`config.mk`:
```
export PLATFORM = sky130hd
export DESIGN_NAME = host_cmd_decoder
export DESIGN_NICKNAME = d
export VERILOG_FILES = /design/src/rtl/hcd_pkg.sv /design/src/rtl/hcd_opcode_decode.sv /design/src/rtl/hcd_range_check.sv /design/src/rtl/hcd_timeout.sv /design/src/rtl/host_cmd_decoder.sv
export SDC_FILE = /design/constraint.sdc
export NUM_CORES = 1
export LEC_CHECK = 0
export ABC_AREA = 1
export BUFFER_PORTS_ARGS = -buffer_cell sky130_fd_sc_hd__buf_4
export CAP_MARGIN = 40
export CORE_MARGIN = 4
export CORE_UTILIZATION = 55
export CTS_BUF_LIST = sky130_fd_sc_hd__clkbuf_16
export CTS_CLUSTER_DIAMETER = 60
export DETAILED_ROUTE_END_ITERATION = 10
export PLACE_DENSITY_LB_ADDON = 0.15
export SLEW_MARGIN = 5
export SYNTH_ARGS = -nofsm -noshare
export SYNTH_HDL_FRONTEND = slang
export SYNTH_SLANG_ARGS = --single-unit
```
`constraint.sdc`:
```
create_clock -name clk -period 2.15 [get_ports clk]
set_input_delay 0 -clock clk [delete_from_list [all_inputs] [get_ports clk]]
set_output_delay 0 -clock clk [all_outputs]
set_load 0.01 [all_outputs]
```
`src/rtl/hcd_pkg.sv`:
```
package hcd_pkg;

    typedef enum logic [1:0] {
        ST_IDLE = 2'd0,
        ST_ROW  = 2'd1,
        ST_COL  = 2'd2
    } hcd_state_e;

    typedef enum logic [3:0] {
        FLT_NONE    = 4'd0,
        FLT_PARITY  = 4'd1,
        FLT_OPCODE  = 4'd2,
        FLT_SIZE    = 4'd3,
        FLT_TIMEOUT = 4'd4
    } hcd_fault_e;

    localparam logic [7:0] OP_HARD_RESET = 8'h01;
    localparam logic [7:0] OP_READOUT    = 8'h02;
    localparam logic [7:0] OP_CNT_CLEAR  = 8'h03;
    localparam logic [7:0] OP_SIZE       = 8'h04;
    localparam logic [7:0] OP_INJECT     = 8'h05;

    typedef struct packed {
        logic hard_reset;
        logic readout;
        logic cnt_clear;
        logic size;
        logic inject;
        logic unknown;
    } hcd_cmd_t;

endpackage

```
`src/rtl/hcd_opcode_decode.sv`:
```
module hcd_opcode_decode
    import hcd_pkg::*;
(
    input  logic [7:0] op_i,
    output hcd_cmd_t   cmd_o
);
    always_comb begin
        cmd_o            = '0;
        cmd_o.hard_reset = (op_i == OP_HARD_RESET);
        cmd_o.readout    = (op_i == OP_READOUT);
        cmd_o.cnt_clear  = (op_i == OP_CNT_CLEAR);
        cmd_o.size       = (op_i == OP_SIZE);
        cmd_o.inject     = (op_i == OP_INJECT);
        cmd_o.unknown    = !(cmd_o.hard_reset || cmd_o.readout || cmd_o.cnt_clear
                             || cmd_o.size || cmd_o.inject);
    end
endmodule

```
`src/rtl/hcd_range_check.sv`:
```
module hcd_range_check #(
    parameter int LO = 10,
    parameter int HI = 14
) (
    input  logic [7:0] val_i,
    output logic       ok_o
);
    localparam logic [7:0] LO_B = 8'(LO);
    localparam logic [7:0] HI_B = 8'(HI);

    assign ok_o = (val_i >= LO_B) && (val_i <= HI_B);
endmodule

```
`src/rtl/hcd_timeout.sv`:
```
module hcd_timeout #(
    parameter int LIMIT = 1000
) (
    input  logic clk,
    input  logic rst_n,
    input  logic clear_i,
    output logic expired_o
);
    localparam int CW = $clog2(LIMIT + 1);
    localparam logic [CW-1:0] LAST = CW'(LIMIT - 1);

    logic [CW-1:0] cnt_q;

    assign expired_o = (cnt_q == LAST);

    always_ff @(posedge clk or negedge rst_n) begin
        if (!rst_n) begin
            cnt_q <= '0;
        end else if (clear_i) begin
            cnt_q <= '0;
        end else if (!expired_o) begin
            cnt_q <= cnt_q + 1'b1;
        end
    end
endmodule

```
`src/rtl/host_cmd_decoder.sv`:
```
module host_cmd_decoder
    import hcd_pkg::*;
#(
    parameter int ROW_MIN     = 10,
    parameter int ROW_MAX     = 14,
    parameter int COL_MIN     = 10,
    parameter int COL_MAX     = 13,
    parameter int SZ_W        = 4,
    parameter int TIMEOUT_CYC = 1000
) (
    input  logic            clk,
    input  logic            rst_n,
    input  logic            rx_valid_i,
    input  logic [7:0]      rx_byte_i,
    input  logic            rx_parity_err_i,
    output logic            sys_reset_o,
    output logic            readout_o,
    output logic            cnt_clear_o,
    output logic            size_set_o,
    output logic [SZ_W-1:0] size_rows_o,
    output logic [SZ_W-1:0] size_cols_o,
    output logic            inject_o,
    output logic            fault_valid_o,
    output logic [3:0]      fault_code_o
);
    hcd_state_e state_q, state_d;
    hcd_cmd_t   cmd;
    logic [7:0] row_q;
    logic       row_ok, col_ok, tmo;
    logic       good_byte;

    assign good_byte = rx_valid_i && !rx_parity_err_i;

    hcd_opcode_decode u_dec (.op_i(rx_byte_i), .cmd_o(cmd));

    hcd_range_check #(.LO(ROW_MIN), .HI(ROW_MAX)) u_row_chk (.val_i(row_q),     .ok_o(row_ok));
    hcd_range_check #(.LO(COL_MIN), .HI(COL_MAX)) u_col_chk (.val_i(rx_byte_i), .ok_o(col_ok));

    hcd_timeout #(.LIMIT(TIMEOUT_CYC)) u_tmo (
        .clk      (clk),
        .rst_n    (rst_n),
        .clear_i  ((state_q == ST_IDLE) || rx_valid_i),
        .expired_o(tmo)
    );

    // state register
    always_ff @(posedge clk or negedge rst_n) begin
        if (!rst_n) state_q <= ST_IDLE;
        else        state_q <= state_d;
    end

    // transitions
    always_comb begin
        state_d = state_q;
        unique case (state_q)
            ST_IDLE: if (good_byte && cmd.size) state_d = ST_ROW;
            ST_ROW: begin
                if (rx_valid_i) state_d = rx_parity_err_i ? ST_IDLE : ST_COL;
                else if (tmo)   state_d = ST_IDLE;
            end
            ST_COL:  if (rx_valid_i || tmo) state_d = ST_IDLE;
            default: state_d = ST_IDLE;
        endcase
    end

    // row width holding register
    always_ff @(posedge clk or negedge rst_n) begin
        if (!rst_n)                           row_q <= '0;
        else if (state_q == ST_ROW && good_byte) row_q <= rx_byte_i;
    end

    // registered outputs
    always_ff @(posedge clk or negedge rst_n) begin
        if (!rst_n) begin
            sys_reset_o   <= 1'b0;
            readout_o     <= 1'b0;
            cnt_clear_o   <= 1'b0;
            size_set_o    <= 1'b0;
            size_rows_o   <= '0;
            size_cols_o   <= '0;
            inject_o      <= 1'b0;
            fault_valid_o <= 1'b0;
            fault_code_o  <= FLT_NONE;
        end else begin
            sys_reset_o   <= 1'b0;
            readout_o     <= 1'b0;
            cnt_clear_o   <= 1'b0;
            size_set_o    <= 1'b0;
            inject_o      <= 1'b0;
            fault_valid_o <= 1'b0;
            fault_code_o  <= FLT_NONE;
            unique case (state_q)
                ST_IDLE: begin
                    if (rx_valid_i) begin
                        if (rx_parity_err_i) begin
                            fault_valid_o <= 1'b1;
                            fault_code_o  <= FLT_PARITY;
                        end else if (cmd.unknown) begin
                            fault_valid_o <= 1'b1;
                            fault_code_o  <= FLT_OPCODE;
                        end else begin
                            sys_reset_o <= cmd.hard_reset;
                            readout_o   <= cmd.readout;
                            cnt_clear_o <= cmd.cnt_clear;
                            inject_o    <= cmd.inject;
                        end
                    end
                end
                ST_ROW: begin
                    if (rx_valid_i) begin
                        if (rx_parity_err_i) begin
                            fault_valid_o <= 1'b1;
                            fault_code_o  <= FLT_PARITY;
                        end
                    end else if (tmo) begin
                        fault_valid_o <= 1'b1;
                        fault_code_o  <= FLT_TIMEOUT;
                    end
                end
                ST_COL: begin
                    if (rx_valid_i) begin
                        if (rx_parity_err_i) begin
                            fault_valid_o <= 1'b1;
                            fault_code_o  <= FLT_PARITY;
                        end else if (row_ok && col_ok) begin
                            size_set_o  <= 1'b1;
                            size_rows_o <= row_q[SZ_W-1:0];
                            size_cols_o <= rx_byte_i[SZ_W-1:0];
                        end else begin
                            fault_valid_o <= 1'b1;
                            fault_code_o  <= FLT_SIZE;
                        end
                    end else if (tmo) begin
                        fault_valid_o <= 1'b1;
                        fault_code_o  <= FLT_TIMEOUT;
                    end
                end
                default: ;
            endcase
        end
    end
endmodule

```
==> impl_metrics.py, run 1 <==
metrics = {
    "clocking": {
        "clockRootBuffer": "clkbuf_16",
        "clk_pin_slew_worst_paths_ns": 0.05,
        "post_cts_buffers": 0,
        "cts.sinks": 37,
        "cts_tree": "built",
        "clock_latency_ns": 0.28,
        "clockBufferDepth": 2,
        "cts_made_buffers": 5,
        "htree_levels": 2,
    },
    "critical_path": {
        "worstPathArrival_ns": 2.05,
        "end_kind": "flip-flop",
        "critPathKind": "reg -> reg",
        "slowest_delay_ns": 0.58,
        "critPathRequiredTime_ns": 2.36,
        "critPathMaxFanout": 7,
        "path_cells": "nor2_1, nand2_1, nor4_1, dlygate4sd3_1",
        "slowest_stage": "dlygate4sd3_1",
        "worstSetupStartpointType": "flip-flop",
    },
    "sta": {
        "clock_skew_ns": 0.00623,
        "period_minus_slack_ns": 1.83,
        "setup_viol": 0,
        "grt_setup_unrepaired": "false",
        "fin_tns_setup_ns": 0,
        "fin_crit_sh": 0.852,
        "hold_violations": 0,
        "fmax_mhz": 546,
        "timing.final.max_slew_violations": 0,
    },
    "route": {
        "vias": 1510,
        "drt-initial-drc-count": 119,
        "wl_met2_mm": 1.67,
        "viasPerCell": 5.14,
        "routed_wl_mm": 3.63,
        "drt.antenna.violating_nets": 0,
        "wl_met3_um": 235,
        "dr.pass1.iters": 4,
        "wire_per_inst_um": 12.3,
        "route.detailed.drc": 0,
        "wl_met1_mm": 1.70,
        "top_layer": "met4",
    },
    "power_and_ir_drop": {
        "power.density_mw_per_mm2": 651,
        "p_leak_nw": 1.15,
        "vdd_drop_max_v": 0.000564,
    },
    "floorplanning": {
        "start_util": 0.583,
        "dieArea_mm2": 0.00427,
        "ios": 30,
        "coreArea_mm2": 0.00310,
        "die_w_um": 65.3,
        "die_h_um": 65.3,
        "core.rowCount": 20,
    },
    "cells_and_area": {
        "n_antenna_cell": 0,
        "area_growth_syn_to_layout_pct": 26.0,
        "drive_above_1_share": 0.224,
        "fin_util": 0.734,
        "final_nets": 262,
    },
    "grt": {
        "grt_overflow_total": 0,
        "grt_max_degree": 38,
        "groute.usage.overall": 0.195,
        "antenna_found_initial": 0,
        "grt_pass1_wl_mm": 6.35,
        "grt_pass1_vias": 1385,
    },
    "worst_hold_path": {
        "holdCritPathClass": "in -> reg",
    },
    "synthesis": {
        "synthCells": 208,
        "ys_seq_area_frac": 0.512,
        "ys_seq_elements": 37,
        "yosysUniqueCellTypes": 30,
        "synth_area_mm2": 0.00181,
        "syn_nets": 221,
        "synth.avg_cell_area_um2": 8.69,
        "yosys_warnings": 0,
    },
    "placed_design": {
        "dp_hpwl_mm": 2.52,
        "gp_congestion": 0.844,
        "io_buffers": 28,
    },
    "status": {
        "outcome": "finished, final reports clean",
    },
    "run": {
        "cap_violations": 0,
    },
}
-- registers in the layout, summed over array words and instances (netlist names) --
register       cells
cnt_clear_o        1
fault_code_o       3
fault_valid_o      1
inject_o           1
readout_o          1
row_q              8
size_cols_o        4
size_rows_o        4
size_set_o         1
state_q            2
sys_reset_o        1
u_tmo.cnt_q       10
-- stage by stage --
| step | worst slack (ns) | instances | hold slack (ns) | instance area (um2) | power [W] |
|---|---|---|---|---|---|
| after floorplan | 0.890 | 208 | -0.296 | 1810 | 0.000748 |
| after global placement | 0.774 | 278 | -0.0178 | 2050 | 0.000794 |
| after detailed placement | 0.765 | 278 | -0.0176 | 2050 | 0.000795 |
| after CTS | 0.339 | 294 | 0.0108 | 2280 | 0.00150 |
| after global routing | 0.160 | 294 | 0.0320 | 2280 | 0.00154 |
| final | 0.318 | 294 | 0.0135 | 2280 | 0.00148 |
-- critical path, delay by kind of cell, from the launching register on --
kind,cells,cell delay [ns]
buffers and inverters,1,0.58
flip-flops,1,0.45
AND/OR/NAND/NOR,3,0.74
-- report_power, final --
| part | internal (W) | switching [W] |
|---|---|---|
| registers | 0.000702 | 0.00000293 |
| logic | 0.0000362 | 0.0000505 |
| clock network | 0.000424 | 0.000266 |
| total | 0.00116 | 0.000320 |
-- path summary, 6_finish.rpt --
check                                     from              to  depth (start not counted)  slack [ns]
worst min-delay path                rx_valid_i  u_tmo.cnt_q[4]                          4        0.01
max in group asynchronous                rst_n      size_set_o                          2        1.62
worst max register to register      state_q[1]     sys_reset_o                          4        0.32
worst min register to register  size_cols_o[3]  size_cols_o[3]                          2        0.47
worst max-delay path                state_q[1]     sys_reset_o                          4        0.32
min in group asynchronous                rst_n        row_q[7]                          2        0.22
-- timing repair --
item,in CTS,in global routing
hold buffers,8,0
setup endpoints to repair,0,0
gates resized for setup,0,0
hold endpoints to repair,43,0
-- cell type report --
| type | count | area (um2) |
|---|---|---|
| inverter | 25 | 93.8 |
| tap | 44 | 55.1 |
| timing repair buffer | 36 | 290 |
| fill | 236 | 826 |
| clock buffer | 5 | 125 |
| clock inverter | 3 | 17.5 |
| multi-input combinational | 144 | 769 |
| sequential | 37 | 926 |
-- cells in the final DEF (no fill, tap or decap), types with 3 or more instances in the layout --
cell type	synthesis	final
mux2_2	3	3
o21ai_0	10	10
inv_2	3	3
nor2_1	22	22
nand4_1	11	11
nor4_1	3	3
inv_1	22	22
nor3_1	9	9
dfrtp_1	37	37
nand2_1	49	49
nor2_2	4	4
dlygate4sd3_1	0	8
buf_4	1	28
clkbuf_16	0	5
a21oi_1	7	7
nand3_1	8	8
nor2_4	4	4
-- logic make-up (layout without fill, tap and decap cells) --
family,count (synthesis),count (layout),synth area share
compound gates,19,19,0.0547
simple gates,118,118,0.330
buf+inv,27,69,0.0623
fa+ha+maj,1,1,0.00692
flops,37,37,0.512
mux,4,4,0.0270
xor+xnor,1,1,0.00485
other cells,1,1,0.00207
-- cells in the mapped netlist, drive strengths merged --
| cell | n | share of area |
|---|---|---|
| nor3 | 10 | 0.030 |
| nand2 | 51 | 0.11 |
| conb | 1 | 0.0021 |
| a21oi | 7 | 0.019 |
| dfrtp | 37 | 0.51 |
| nand3 | 10 | 0.037 |
| o21bai | 1 | 0.0042 |
| ha | 1 | 0.0069 |
| mux2 | 4 | 0.027 |
| xor2 | 1 | 0.0048 |
| nor4 | 3 | 0.010 |
| and3 | 1 | 0.0035 |
| a31oi | 1 | 0.0035 |
| nand4 | 11 | 0.038 |
| nand3b | 1 | 0.0042 |
| buf | 2 | 0.010 |
| inv | 25 | 0.052 |
| nor2 | 30 | 0.084 |
| o21ai | 10 | 0.028 |
| nor3b | 1 | 0.010 |
-- routing by layer --
metal / track usage / vias up
li1: - / 763
met1: 0.264 / 698
met2: 0.303 / 47
met3: 0.0581 / 2
met4: 0.0544 / 0
met5: 0 / -
(Power assumes the default switching activity.)
==> run 2, diff against run 1 <==
==> constraint.sdc (replaced) <==
create_clock -name clk -period 2.15 [get_ports clk]
set_input_delay 0.215 -clock clk [delete_from_list [all_inputs] [get_ports clk]]
set_output_delay 0.215 -clock clk [all_outputs]
set_load 0.01 [all_outputs]
==> impl_metrics.py, run 2 (synthesized netlist as in run 1, its figures left out) <==
metrics = {
    "status": {
        "outcome": "finished, final reports clean",
    },
    "clocking": {
        "post_cts_buffers": 0,
        "clockRootBuffer": "clkbuf_16",
        "clock_latency_ns": 0.28,
        "cts_made_buffers": 5,
        "cts.repair.resized": 0,
        "cts_tree": "built",
        "cts.sinks": 37,
        "htree_levels": 2,
        "clk_pin_slew_worst_paths_ns": 0.05,
        "clockBufferDepth": 2,
    },
    "cells_and_area": {
        "regMostFlops": "u_tmo.cnt_q",
        "drive_above_1_share": 0.230,
        "final_nets": 255,
        "reg_top3": "u_tmo.cnt_q: 10 flops, row_q: 8 flops",
        "largest_reg_flops": 10,
        "mostFrequentLayoutCells": "nand2_1 (49), dfrtp_1 (37), buf_4 (28)",
        "n_antenna_cell": 0,
        "area_growth_syn_to_layout_pct": 23.4,
        "layout_commonest_cell": "nand2_1",
    },
    "floorplanning": {
        "ios": 30,
        "dieArea_mm2": 0.00427,
        "start_util": 0.583,
        "coreArea_mm2": 0.00310,
        "die_h_um": 65.3,
        "die_w_um": 65.3,
        "core.rowCount": 20,
    },
    "critical_path": {
        "end_kind": "flip-flop",
        "reg2reg_from": "row_q[4]",
        "cp-startpoint": "row_q[4]",
        "crit_end": "size_cols_o[1]",
        "worstSetupStartpointType": "flip-flop",
        "critPathMaxFanout": 9,
        "r2r_slack_ns": 0.72,
        "critPathRequiredTime_ns": 2.32,
        "rr_endpoint": "size_cols_o[1]",
        "worstPathArrival_ns": 1.60,
        "r2r_cells": 6,
        "critPathKind": "reg -> reg",
    },
    "sta": {
        "hold_violations": 0,
        "grt_setup_unrepaired": "false",
        "timing.final.max_slew_violations": 0,
        "worst_hold_slack_ns": 0.149,
        "period_minus_slack_ns": 1.43,
        "fin_crit_sh": 0.665,
        "setup_viol": 0,
        "fin_tns_setup_ns": 0,
        "fmax_mhz": 699,
        "clock_skew_ns": 0.00263,
    },
    "placed_design": {
        "dp_hpwl_mm": 2.53,
        "io_buffers": 28,
        "gp_congestion": 0.871,
    },
    "power_and_ir_drop": {
        "power.density_mw_per_mm2": 715,
        "power_frac_comb": 0.049,
        "vdd_drop_max_v": 0.000643,
        "swShare": 0.201,
        "total_power_w": 0.00159,
        "p_sw_w": 0.000321,
        "intPower_w": 0.00127,
        "p_leak_nw": 1.12,
        "power.share.clock": 0.509,
        "seqPwrFrac": 0.442,
    },
    "route": {
        "routed_wl_mm": 3.63,
        "wire_per_inst_um": 12.6,
        "vias": 1498,
        "route.detailed.drc": 0,
        "viasPerCell": 5.22,
        "drt.antenna.violating_nets": 0,
        "dr.pass1.iters": 5,
        "drt-initial-drc-count": 113,
    },
    "worst_hold_path": {
        "holdCritPathClass": "in -> reg",
    },
    "grt": {
        "grt_overflow_total": 0,
        "grt_pass1_vias": 1414,
        "grt_pass1_wl_mm": 6.37,
        "groute.usage.overall": 0.198,
        "grt_max_degree": 38,
        "antenna_found_initial": 0,
    },
    "run": {
        "cap_violations": 0,
    },
}
run 2: cell types whose count changed in the layout (fill, tap and decap cells not counted):
cell           before  now
dlygate4sd3_1       8    1
bufinv_16           0    1
clkinv_2            1    0
clkinvlp_4          0    1
clkinv_4            1    0
run 2: cell type report:
class	count	area, um2
multi-input cells	144	769
fillers	252	872
flip-flops and latches	37	926
repair buffers	29	220
well taps	44	55.1
clock buffers	5	125
clock inverters	3	41.3
inverters	25	93.8
run 2: worst min path at each step:
| stage | from | end | slack, ns | cells after the start |
|---|---|---|---|---|
| after floorplan | rst_n | cnt_clear_o | -0.08 | 0 |
| after global placement | rst_n | u_tmo.cnt_q[3] | 0.20 | 1 |
| after detailed placement | rst_n | u_tmo.cnt_q[3] | 0.20 | 1 |
| after CTS | rx_byte_i[3] | sys_reset_o | 0.15 | 2 |
| after global routing | rx_byte_i[2] | sys_reset_o | 0.15 | 2 |
| final | rx_byte_i[2] | sys_reset_o | 0.15 | 2 |
run 2: worst max-delay path, cell delays in order, from the launching register on:
cell     delay (ns)
dfrtp_1        0.37
nor2_1         0.14
nand3_2        0.11
nor3b_4        0.36
nand3_4        0.18
nand2_1        0.11
nand2_1        0.05
run 2: repair_timing:
action                                 4_1_cts  5_1_grt
hold buffers                                 1        0
setup endpoints to repair                    0        0
endpoints found under the hold margin       37        0
run 2: power groups by stage:
stage	logic, W	registers (W)	clock network (W)
floorplan	0.0000291	0.000719	0
global placement	0.0000765	0.000717	0
detailed placement	0.0000771	0.000718	0
CTS	0.0000792	0.000705	0.000826
global route	0.0000889	0.000706	0.000858
finish	0.0000776	0.000705	0.000811
run 2: per-stage QoR:
step,instances,setup WS (ns),instance area (um2),utilization
4_1_cts,287,0.700,2230,0.719
2_1_floorplan,208,0.890,1810,-
3_3_place_gp,278,0.760,2050,0.662
6_report,287,0.720,2230,0.719
3_5_place_dp,278,0.731,2050,0.662
5_1_grt,287,0.562,2230,0.719
run 2: metal layers:
| metal | routed length [um] | vias to the layer above | GRT usage |
|---|---|---|---|
| met5 | 0 | - | 0 |
| met2 | 1670 | 41 | 0.305 |
| li1 | - | 749 | - |
| met1 | 1680 | 698 | 0.263 |
| met4 | 70 | 0 | 0.0699 |
| met3 | 206 | 10 | 0.0632 |
